[src/rtl/can_irq_pkg.sv]
package can_irq_pkg;
   // register addresses
   localparam int REG_FLAGS   = 0;
   localparam int REG_ENABLE  = 1;
   localparam int REG_ERRSTAT = 2;

   // error-cause bit positions inside the cause register
   localparam int ERR_RX_OVR   = 0;
   localparam int ERR_RX_WARN  = 1;
   localparam int ERR_RX_PASV  = 2;
   localparam int ERR_TX_WARN  = 3;
   localparam int ERR_TX_PASV  = 4;
   localparam int ERR_BUS_OFF  = 5;

   // flag layout derived from buffer counts
   function automatic int pos_rx(input int k);
      return k;
   endfunction
   function automatic int pos_tx(input int n_rx, input int k);
      return n_rx + k;
   endfunction
   function automatic int pos_err(input int n_rx, input int n_tx);
      return n_rx + n_tx;
   endfunction
   function automatic int pos_wake(input int n_rx, input int n_tx);
      return n_rx + n_tx + 1;
   endfunction
   function automatic int pos_merr(input int n_rx, input int n_tx);
      return n_rx + n_tx + 2;
   endfunction
endpackage

[src/rtl/can_irq_stickyreg.sv]
module can_irq_stickyreg #(
   parameter int  W         = 8,
   parameter bit  ASYNC_RST = 1'b1
) (
   input  logic         clk,
   input  logic         rst_n,
   input  logic [W-1:0] set_i,
   input  logic [W-1:0] clr_i,
   output logic [W-1:0] q_o
);
   logic [W-1:0] q_r;
   logic [W-1:0] nxt;

   if (W < 1) begin : g_bad_w
      $error("can_irq_stickyreg: W must be at least 1");
   end

   // set has precedence over a clear in the same cycle
   always_comb begin
      nxt = set_i | (q_r & ~clr_i);
   end

   if (ASYNC_RST) begin : g_async
      always_ff @(posedge clk or negedge rst_n) begin
         if (!rst_n) q_r <= '0;
         else        q_r <= nxt;
      end
   end else begin : g_sync
      always_ff @(posedge clk) begin
         if (!rst_n) q_r <= '0;
         else        q_r <= nxt;
      end
   end

   assign q_o = q_r;
endmodule

[src/rtl/can_irq_prio.sv]
module can_irq_prio #(
   parameter int N_SRC  = 7,
   parameter int CODE_W = 3
) (
   input  logic [N_SRC-1:0]  pend_i,   // index 0 is most urgent
   output logic [CODE_W-1:0] code_o
);
   if (N_SRC >= (1 << CODE_W)) begin : g_bad_code
      $error("can_irq_prio: CODE_W too narrow for N_SRC sources plus idle code");
   end

   always_comb begin
      code_o = '0;
      for (int i = N_SRC - 1; i >= 0; i--) begin
         if (pend_i[i]) code_o = CODE_W'(i + 1);
      end
   end
endmodule

[src/rtl/can_irq_unit.sv]
module can_irq_unit #(
   parameter int N_RX      = 2,
   parameter int N_TX      = 3,
   parameter int N_ERR     = 6,
   parameter int DATA_W    = 8,
   parameter int ADDR_W    = 2,
   parameter int CODE_W    = 3,
   parameter bit ASYNC_RST = 1'b1
) (
   input  logic              clk,
   input  logic              rst_n,
   input  logic [N_RX-1:0]   ev_rx_done,
   input  logic [N_TX-1:0]   ev_tx_empty,
   input  logic [N_ERR-1:0]  ev_err_cause,
   input  logic              ev_msg_err,
   input  logic              ev_bus_act,
   input  logic              sleep_mode,
   input  logic              wr_en,
   input  logic [ADDR_W-1:0] wr_addr,
   input  logic [DATA_W-1:0] wr_data,
   input  logic [ADDR_W-1:0] rd_addr,
   output logic [DATA_W-1:0] rd_data,
   output logic              irq,
   output logic [CODE_W-1:0] icode
);
   import can_irq_pkg::*;

   localparam int FLAG_W  = N_RX + N_TX + 3;
   localparam int N_CODED = N_RX + N_TX + 2;
   localparam int P_ERR   = pos_err(N_RX, N_TX);
   localparam int P_WAKE  = pos_wake(N_RX, N_TX);
   localparam int P_MERR  = pos_merr(N_RX, N_TX);

   if (FLAG_W > DATA_W) begin : g_bad_flagw
      $error("can_irq_unit: flag register wider than data port");
   end
   if (N_ERR > DATA_W) begin : g_bad_errw
      $error("can_irq_unit: error-cause register wider than data port");
   end
   if (ADDR_W < 2) begin : g_bad_addr
      $error("can_irq_unit: ADDR_W must cover three registers");
   end

   logic [FLAG_W-1:0]  flag_set, flag_clr, flag_q;
   logic [FLAG_W-1:0]  en_q;
   logic [N_ERR-1:0]   stat_clr, stat_q;
   logic [N_CODED-1:0] pend;
   logic               wr_flags, wr_en_reg, wr_stat;

   assign wr_flags  = wr_en && (wr_addr == ADDR_W'(REG_FLAGS));
   assign wr_en_reg = wr_en && (wr_addr == ADDR_W'(REG_ENABLE));
   assign wr_stat   = wr_en && (wr_addr == ADDR_W'(REG_ERRSTAT));

   // hardware set sources mapped into the flag layout
   for (genvar k = 0; k < N_RX; k++) begin : g_rx_set
      assign flag_set[pos_rx(k)] = ev_rx_done[k];
   end
   for (genvar k = 0; k < N_TX; k++) begin : g_tx_set
      assign flag_set[pos_tx(N_RX, k)] = ev_tx_empty[k];
   end
   assign flag_set[P_ERR]  = |ev_err_cause;
   assign flag_set[P_WAKE] = ev_bus_act && sleep_mode && en_q[P_WAKE];
   assign flag_set[P_MERR] = ev_msg_err;

   // software clear: a zero bit written to the register
   assign flag_clr = wr_flags ? ~wr_data[FLAG_W-1:0] : '0;
   assign stat_clr = wr_stat  ? ~wr_data[N_ERR-1:0]  : '0;

   can_irq_stickyreg #(.W(FLAG_W), .ASYNC_RST(ASYNC_RST)) u_flags (
      .clk   (clk),
      .rst_n (rst_n),
      .set_i (flag_set),
      .clr_i (flag_clr),
      .q_o   (flag_q)
   );

   can_irq_stickyreg #(.W(N_ERR), .ASYNC_RST(ASYNC_RST)) u_errstat (
      .clk   (clk),
      .rst_n (rst_n),
      .set_i (ev_err_cause),
      .clr_i (stat_clr),
      .q_o   (stat_q)
   );

   // enable register
   if (ASYNC_RST) begin : g_en_async
      always_ff @(posedge clk or negedge rst_n) begin
         if (!rst_n)         en_q <= '0;
         else if (wr_en_reg) en_q <= wr_data[FLAG_W-1:0];
      end
   end else begin : g_en_sync
      always_ff @(posedge clk) begin
         if (!rst_n)         en_q <= '0;
         else if (wr_en_reg) en_q <= wr_data[FLAG_W-1:0];
      end
   end

   // priority-ordered pending vector: error, wake, TX buffers, RX buffers
   assign pend[0] = flag_q[P_ERR]  && en_q[P_ERR];
   assign pend[1] = flag_q[P_WAKE] && en_q[P_WAKE];
   for (genvar k = 0; k < N_TX; k++) begin : g_tx_pend
      assign pend[2 + k] = flag_q[pos_tx(N_RX, k)] && en_q[pos_tx(N_RX, k)];
   end
   for (genvar k = 0; k < N_RX; k++) begin : g_rx_pend
      assign pend[2 + N_TX + k] = flag_q[pos_rx(k)] && en_q[pos_rx(k)];
   end

   can_irq_prio #(.N_SRC(N_CODED), .CODE_W(CODE_W)) u_prio (
      .pend_i (pend),
      .code_o (icode)
   );

   assign irq = |(flag_q & en_q);

   // register read mux
   always_comb begin
      rd_data = '0;
      case (rd_addr)
         ADDR_W'(REG_FLAGS):   rd_data = DATA_W'(flag_q);
         ADDR_W'(REG_ENABLE):  rd_data = DATA_W'(en_q);
         ADDR_W'(REG_ERRSTAT): rd_data = DATA_W'(stat_q);
         default:              rd_data = '0;
      endcase
   end
endmodule

[config.mk]
export PLATFORM = sky130hd
export DESIGN_NAME = can_irq_unit
export DESIGN_NICKNAME = d
export VERILOG_FILES = /design/src/rtl/can_irq_pkg.sv /design/src/rtl/can_irq_stickyreg.sv /design/src/rtl/can_irq_prio.sv /design/src/rtl/can_irq_unit.sv
export SDC_FILE = /design/constraint.sdc
export NUM_CORES = 1
export LEC_CHECK = 0
export ABC_AREA = 1
export BUFFER_PORTS_ARGS = -buffer_cell sky130_fd_sc_hd__buf_4
export CAP_MARGIN = 40
export CORE_MARGIN = 8
export CORE_UTILIZATION = 39
export DETAILED_ROUTE_END_ITERATION = 10
export GPL_TIMING_DRIVEN = 1
export PLACE_DENSITY = 0.65
export SLEW_MARGIN = 20
export SYNTH_ARGS = -nofsm -noshare
export SYNTH_HDL_FRONTEND = slang
export SYNTH_SLANG_ARGS = --single-unit
export TNS_END_PERCENT = 20
[constraint.sdc]
create_clock -name clk -period 1.15 [get_ports clk]
set_input_delay 0.1725 -clock clk [delete_from_list [all_inputs] [get_ports clk]]
set_output_delay 0.1725 -clock clk [all_outputs]
set_load 0.03 [all_outputs]
# Yosys cells after proc, flatten, opt, wreduce, memory -nomap -nowiden
# Index checks and enable logic that the tools add are counted.
# W data, S select, Z words.
word_totals:
  reg_bits: 22
  latchBits: 0
  ram_bits: 0
  rom_bits: 0
  in_bits: 29
  word_cells: 42
  n_memories: 0
classes:
  addsub: 0
  mul: 0
  div: 0
  magnitude_cmp: 0
  eq_ne: 4
  n_shift: 0
  muxes: 10
  bitwise: 9
  reduce_logical: 16
op_table:
  columns: ["op", "n"]
  rows:
  - ["$pmux W8 S3", 1]
  - ["$mux W3", 7]
  - ["$and A8 B8 Y8", 2]
  - ["$not A8 Y8", 2]
  - ["$logic_and A1 B1 Y1", 12]
  - ["$not A6 Y6", 2]
  - ["$mux W8", 1]
  - ["$or A8 B8 Y8", 1]
  - ["$reduce_or A8 Y1", 1]
  - ["$and A6 B6 Y6", 1]
  - ["$mux W6", 1]
  - ["$or A6 B6 Y6", 1]
  - ["$reduce_or A6 Y1", 1]
  - ["$eq A2 B1 Y1 const B", 2]
  - ["$eq A2 B2 Y1 const B", 2]
  - ["$logic_not A2 Y1", 2]

# Longest topological paths before layout
logic_depth:
  ltp_word: 8
  ltp_mapped: 8
  mapped_depth_nobuf: 8

# Cells and area by module
# A second synthesis with hierarchy kept.
hier_totals:
  hier_cells: 203
  area_unflattened_um2: 1358.8
modules_own_cells:
  columns: ["module", "instances", "cells_each", "area_per_inst_um2", "seq_area_each_um2"]
  rows:
  - ["can_irq_unit", 1, 115, 715.7, 200.2]
  - ["can_irq_stickyreg at u_flags", 1, 40, 320.3, 200.2]
  - ["can_irq_stickyreg at u_errstat", 1, 30, 240.2, 150.1]
  - ["can_irq_prio", 1, 18, 82.6, 0.0]

# Worst setup path after synthesis
# OpenSTA, ideal clock, no wires.
synth_timing:
  path_kind: "reg2out"
  startpoint: "reg en_q[6]"
  endpoint: "out icode[2]"
  arrival_ns: 1.236
  required_time_ns: 0.978
  slack_ns: -0.258
  path_stages_with_launch: 4
  path_buffers: 0
  path_cell_list: "dfrtp_1 -> nand2_1 -> nand2_1 -> nor3_1"
synth_via:
  elab_chain_cells: 3
synth_rtl:
  columns: ["element", "line_no", "source"]
  rows:
  - ["start, declared", "can_irq_unit.sv:45", "logic [FLAG_W-1:0] en_q;"]
  - ["start signal, assigned", "can_irq_unit.sv:89", "else if (wr_en_reg) en_q <= wr_data[FLAG_W-1:0];"]
  - ["$logic_and A1 B1 Y1", "can_irq_unit.sv:100", "assign pend[1] = flag_q[P_WAKE] && en_q[P_WAKE];"]
  - ["$mux W3 (2 in a row)", "can_irq_prio.sv:15", "if (pend_i[i]) code_o = CODE_W'(i + 1);"]
  - ["end, declared", "can_irq_unit.sv:24", "output logic [CODE_W-1:0] icode"]
# No other way between the ends.

# Worst setup path in the final report
layout_timing:
  startpoint: "reg u_flags.q_r[2] (netlist: u_flags.q_o[2])"
  endpoint: "out icode[1]"
layout_via:
  elab_chain_cells: 4
layout_rtl:
  columns: ["element", "line_no", "source"]
  rows:
  - ["start, declared", "can_irq_stickyreg.sv:11", "logic [W-1:0] q_r;"]
  - ["start signal, assigned", "can_irq_stickyreg.sv:26", "else q_r <= nxt;"]
  - ["$logic_and A1 B1 Y1", "can_irq_unit.sv:102", "assign pend[2 + k] = flag_q[pos_tx(N_RX, k)] && en_q[pos_tx(N_RX, k)];"]
  - ["$mux W3 (3 in a row)", "can_irq_prio.sv:15", null]
# No other way between the ends.

==> reports/results.ini <==
[die]
core.rowCount = 19
fp.dieArea_mm2 = 0.00495
fp.dieW_um = 70.4
initial_core_util_pct = 41.5
io_pins = 41
core_mm2 = 0.00278
dieHeight_um = 70.4

[grt]
grt_max_degree = 23
grt-ovfl-total = 0
antenna_found_initial = 0
grt_pass1_vias = 1250
track_usage_pct = 13.3
grt_first_pass_wirelength_um = 5590

[sta]
tightest_slew_ps = 296
slew_headroom_pct = 80.3
max_freq_mhz = 692
setup_tns_ps = -2480
fin_crit_ps = 1450
finalMaxSlewViolations = 0
fin_skew_ps = 1.72
hold_viol = 0
finalSetupViolations = 12
period_share_pct = 126
whs_ps = 39.3
setup_ws_ps = -295
rsz0062_at_grt = yes

[setup_path]
timing.rr.start = u_flags.q_o[0]
crit_path_end_kind = output pin
cp.required_ps = 980
cp.arrival_ps = 1270
crit_type = flop to output pin
critPathMaxFanout = 3
crit_start = u_flags.q_o[2]
start_kind = flop

[synth]
synth_xor_area_share_pct = 0
yosys-top-cells-count = nand2_1, inv_1, dfrtp_1
synth_top_area_share_pct = 47.7
ys_top_cells_by_area = dfrtp_1, nand2_1, inv_1
synth_edf_count = 0
synthSimpleGateAreaFrac_pct = 28.6
syn-num-nets = 180
synthFlopType = dfrtp_1
synth-compound-area-share_pct = 14.2
synth_top_family_by_area = simple AND/OR/NAND/NOR gates
synthAdderAreaFrac_pct = 0
syn_avg_cell_area_um2 = 7.64
ys_seq_area_share_pct = 47.7
synthMuxAreaShare_pct = 0
synth_area_mm2 = 0.00115
ys_ff_latch = 22
synthCells = 151
synth-async-reset-ratio_pct = 100
netlist-cell-type-count = 17
yosys_warnings = 0
synth.most_common_cell = nand2_1
synth_largest_area_cell = dfrtp_1

[power_and_ir_drop]
irDropWorstVdd_uv = 743
intPower_w = 0.00132
clkPwrFrac_pct = 17.2
sw_frac_of_total_pct = 35.4
combPwrFrac_pct = 39.3
p_seq_share_pct = 43.5
leakagePower_nw = 0.899
p_switching_w = 0.000725
p_per_area_mw_per_mm2 = 1190

[detailed_routing]
firstDrtPassIters = 6
wl_um = 3240
routed_via_density = 4.82
post_drt_wl_per_cell_um = 13.6
ant_nets = 0
num_vias = 1148
drtIter0Drc = 66
drc = 0

[place]
place_congestion = 0.759
portBuffers = 40
dp_hpwl_um = 2470

[run]
maxCapViolCount = 0

[clock_tree]
clkTransAtPathRegs_ps = 120
cts_max_path_buffers = 2
clock-sinks = 22
cts_buffers = 3
tritoncts = done
clock_latency_ps = 310
htreeDepth = 1
cts_root_buf = clkbuf_4

[min_path]
hold_start = ev_rx_done[0]
hp-class = input pin to flop

[outcome]
violations = negative setup slack
status = complete, but fails checks

[final_layout]
fillers = 268
diodes = 0
drive_above_1_share_pct = 44.4
fin_nets = 238
area_delta_synth_final_pct = 49.6

==> cells in the final DEF (no fill, tap or decap), drive strengths merged <==
cell         instances
a31oi                1
nand3               11
clkbuf               3
nor3                 2
dfrtp               22
nand4                1
dlygate4sd3          1
inv                 26
o21ai               22
a22o                 2
nor2                 5
nand2               58
buf                 53
==> worst max-delay path, cell delays in order, from the launching register on <==
cell and delay, ps:
dfrtp_1 420, nand2_2 90, nand2_2 80, a31oi_1 150, nor2_1 60, buf_4 160
==> sequential cells by signal (all words and copies together) (netlist names) <==
signal         count
u_errstat.q_o      6
en_q               8
u_flags.q_o        8
==> area by class of cell <==
cell class / instances / area [um^2] / share of cell area, %
Clock buffer: 3 / 22.5 / 1.31
Inverter: 26 / 97.6 / 5.66
Multi-Input combinational cell: 102 / 567 / 32.9
Sequential cell: 22 / 551 / 31.9
Tap cell: 31 / 38.8 / 2.25
Timing Repair Buffer: 54 / 449 / 26.0
==> kinds of logic (layout without fill, tap and decap cells) <==
family / count (synthesis) / count (layout)
flops: 22 / 22
buf+inv: 27 / 83
compound gates: 25 / 25
simple gates: 77 / 77
==> worst paths after layout <==
| path | end | slack (ps) | cells after the start |
|---|---|---|---|
| worst min-delay path | u_flags.q_o[0] | 40 | 3 |
| worst max-delay path | icode[1] | -300 | 5 |
| worst min register to register | u_errstat.q_o[1] | 510 | 2 |
| worst max register to register | u_flags.q_o[0] | 260 | 4 |
| min in group asynchronous | u_errstat.q_o[3] | 280 | 2 |
| max in group asynchronous | u_flags.q_o[0] | 640 | 2 |
==> per-stage QoR <==
step	area (um^2)	worst slack [ps]	std cells	utilization, %	power, W
floorplan	1160	-19.0	151	-	0.00129
global placement	1550	23.3	230	55.9	0.00160
detailed placement	1550	3.10	230	55.9	0.00162
CTS	1700	-296	237	61.1	0.00205
global route	1730	-400	238	62.0	0.00217
finish	1730	-295	238	62.0	0.00205
==> power groups by stage <==
stage / Combinational [W] / Clock [W] / Sequential, W
2_1_floorplan: 0.000399 / 0 / 0.000896
3_3_place_gp: 0.000704 / 0 / 0.000896
3_5_place_dp: 0.000718 / 0 / 0.000899
4_1_cts: 0.000792 / 0.000367 / 0.000889
5_1_grt: 0.000884 / 0.000383 / 0.000898
6_report: 0.000804 / 0.000352 / 0.000890
==> timing repair <==
action                                  in CTS  in global routing
hold endpoints to repair                    22                  0
pin swaps                                    7                  2
endpoints found under the setup margin      12                 12
hold buffers                                 1                  0
resized for setup                           26                  7
cloned                                       0                  0
buffers inserted                             3                  1
==> layer usage <==
layer  global-route usage [%]  wire [um]  vias to the layer above
li1                         -          -                      584
met5                        0          0                        -
met2                     23.2       1650                       25
met3                     3.11        169                        2
met4                     2.68         14                        0
met1                     16.0       1400                      537
Note: power is estimated with default switching activity, not from simulation.
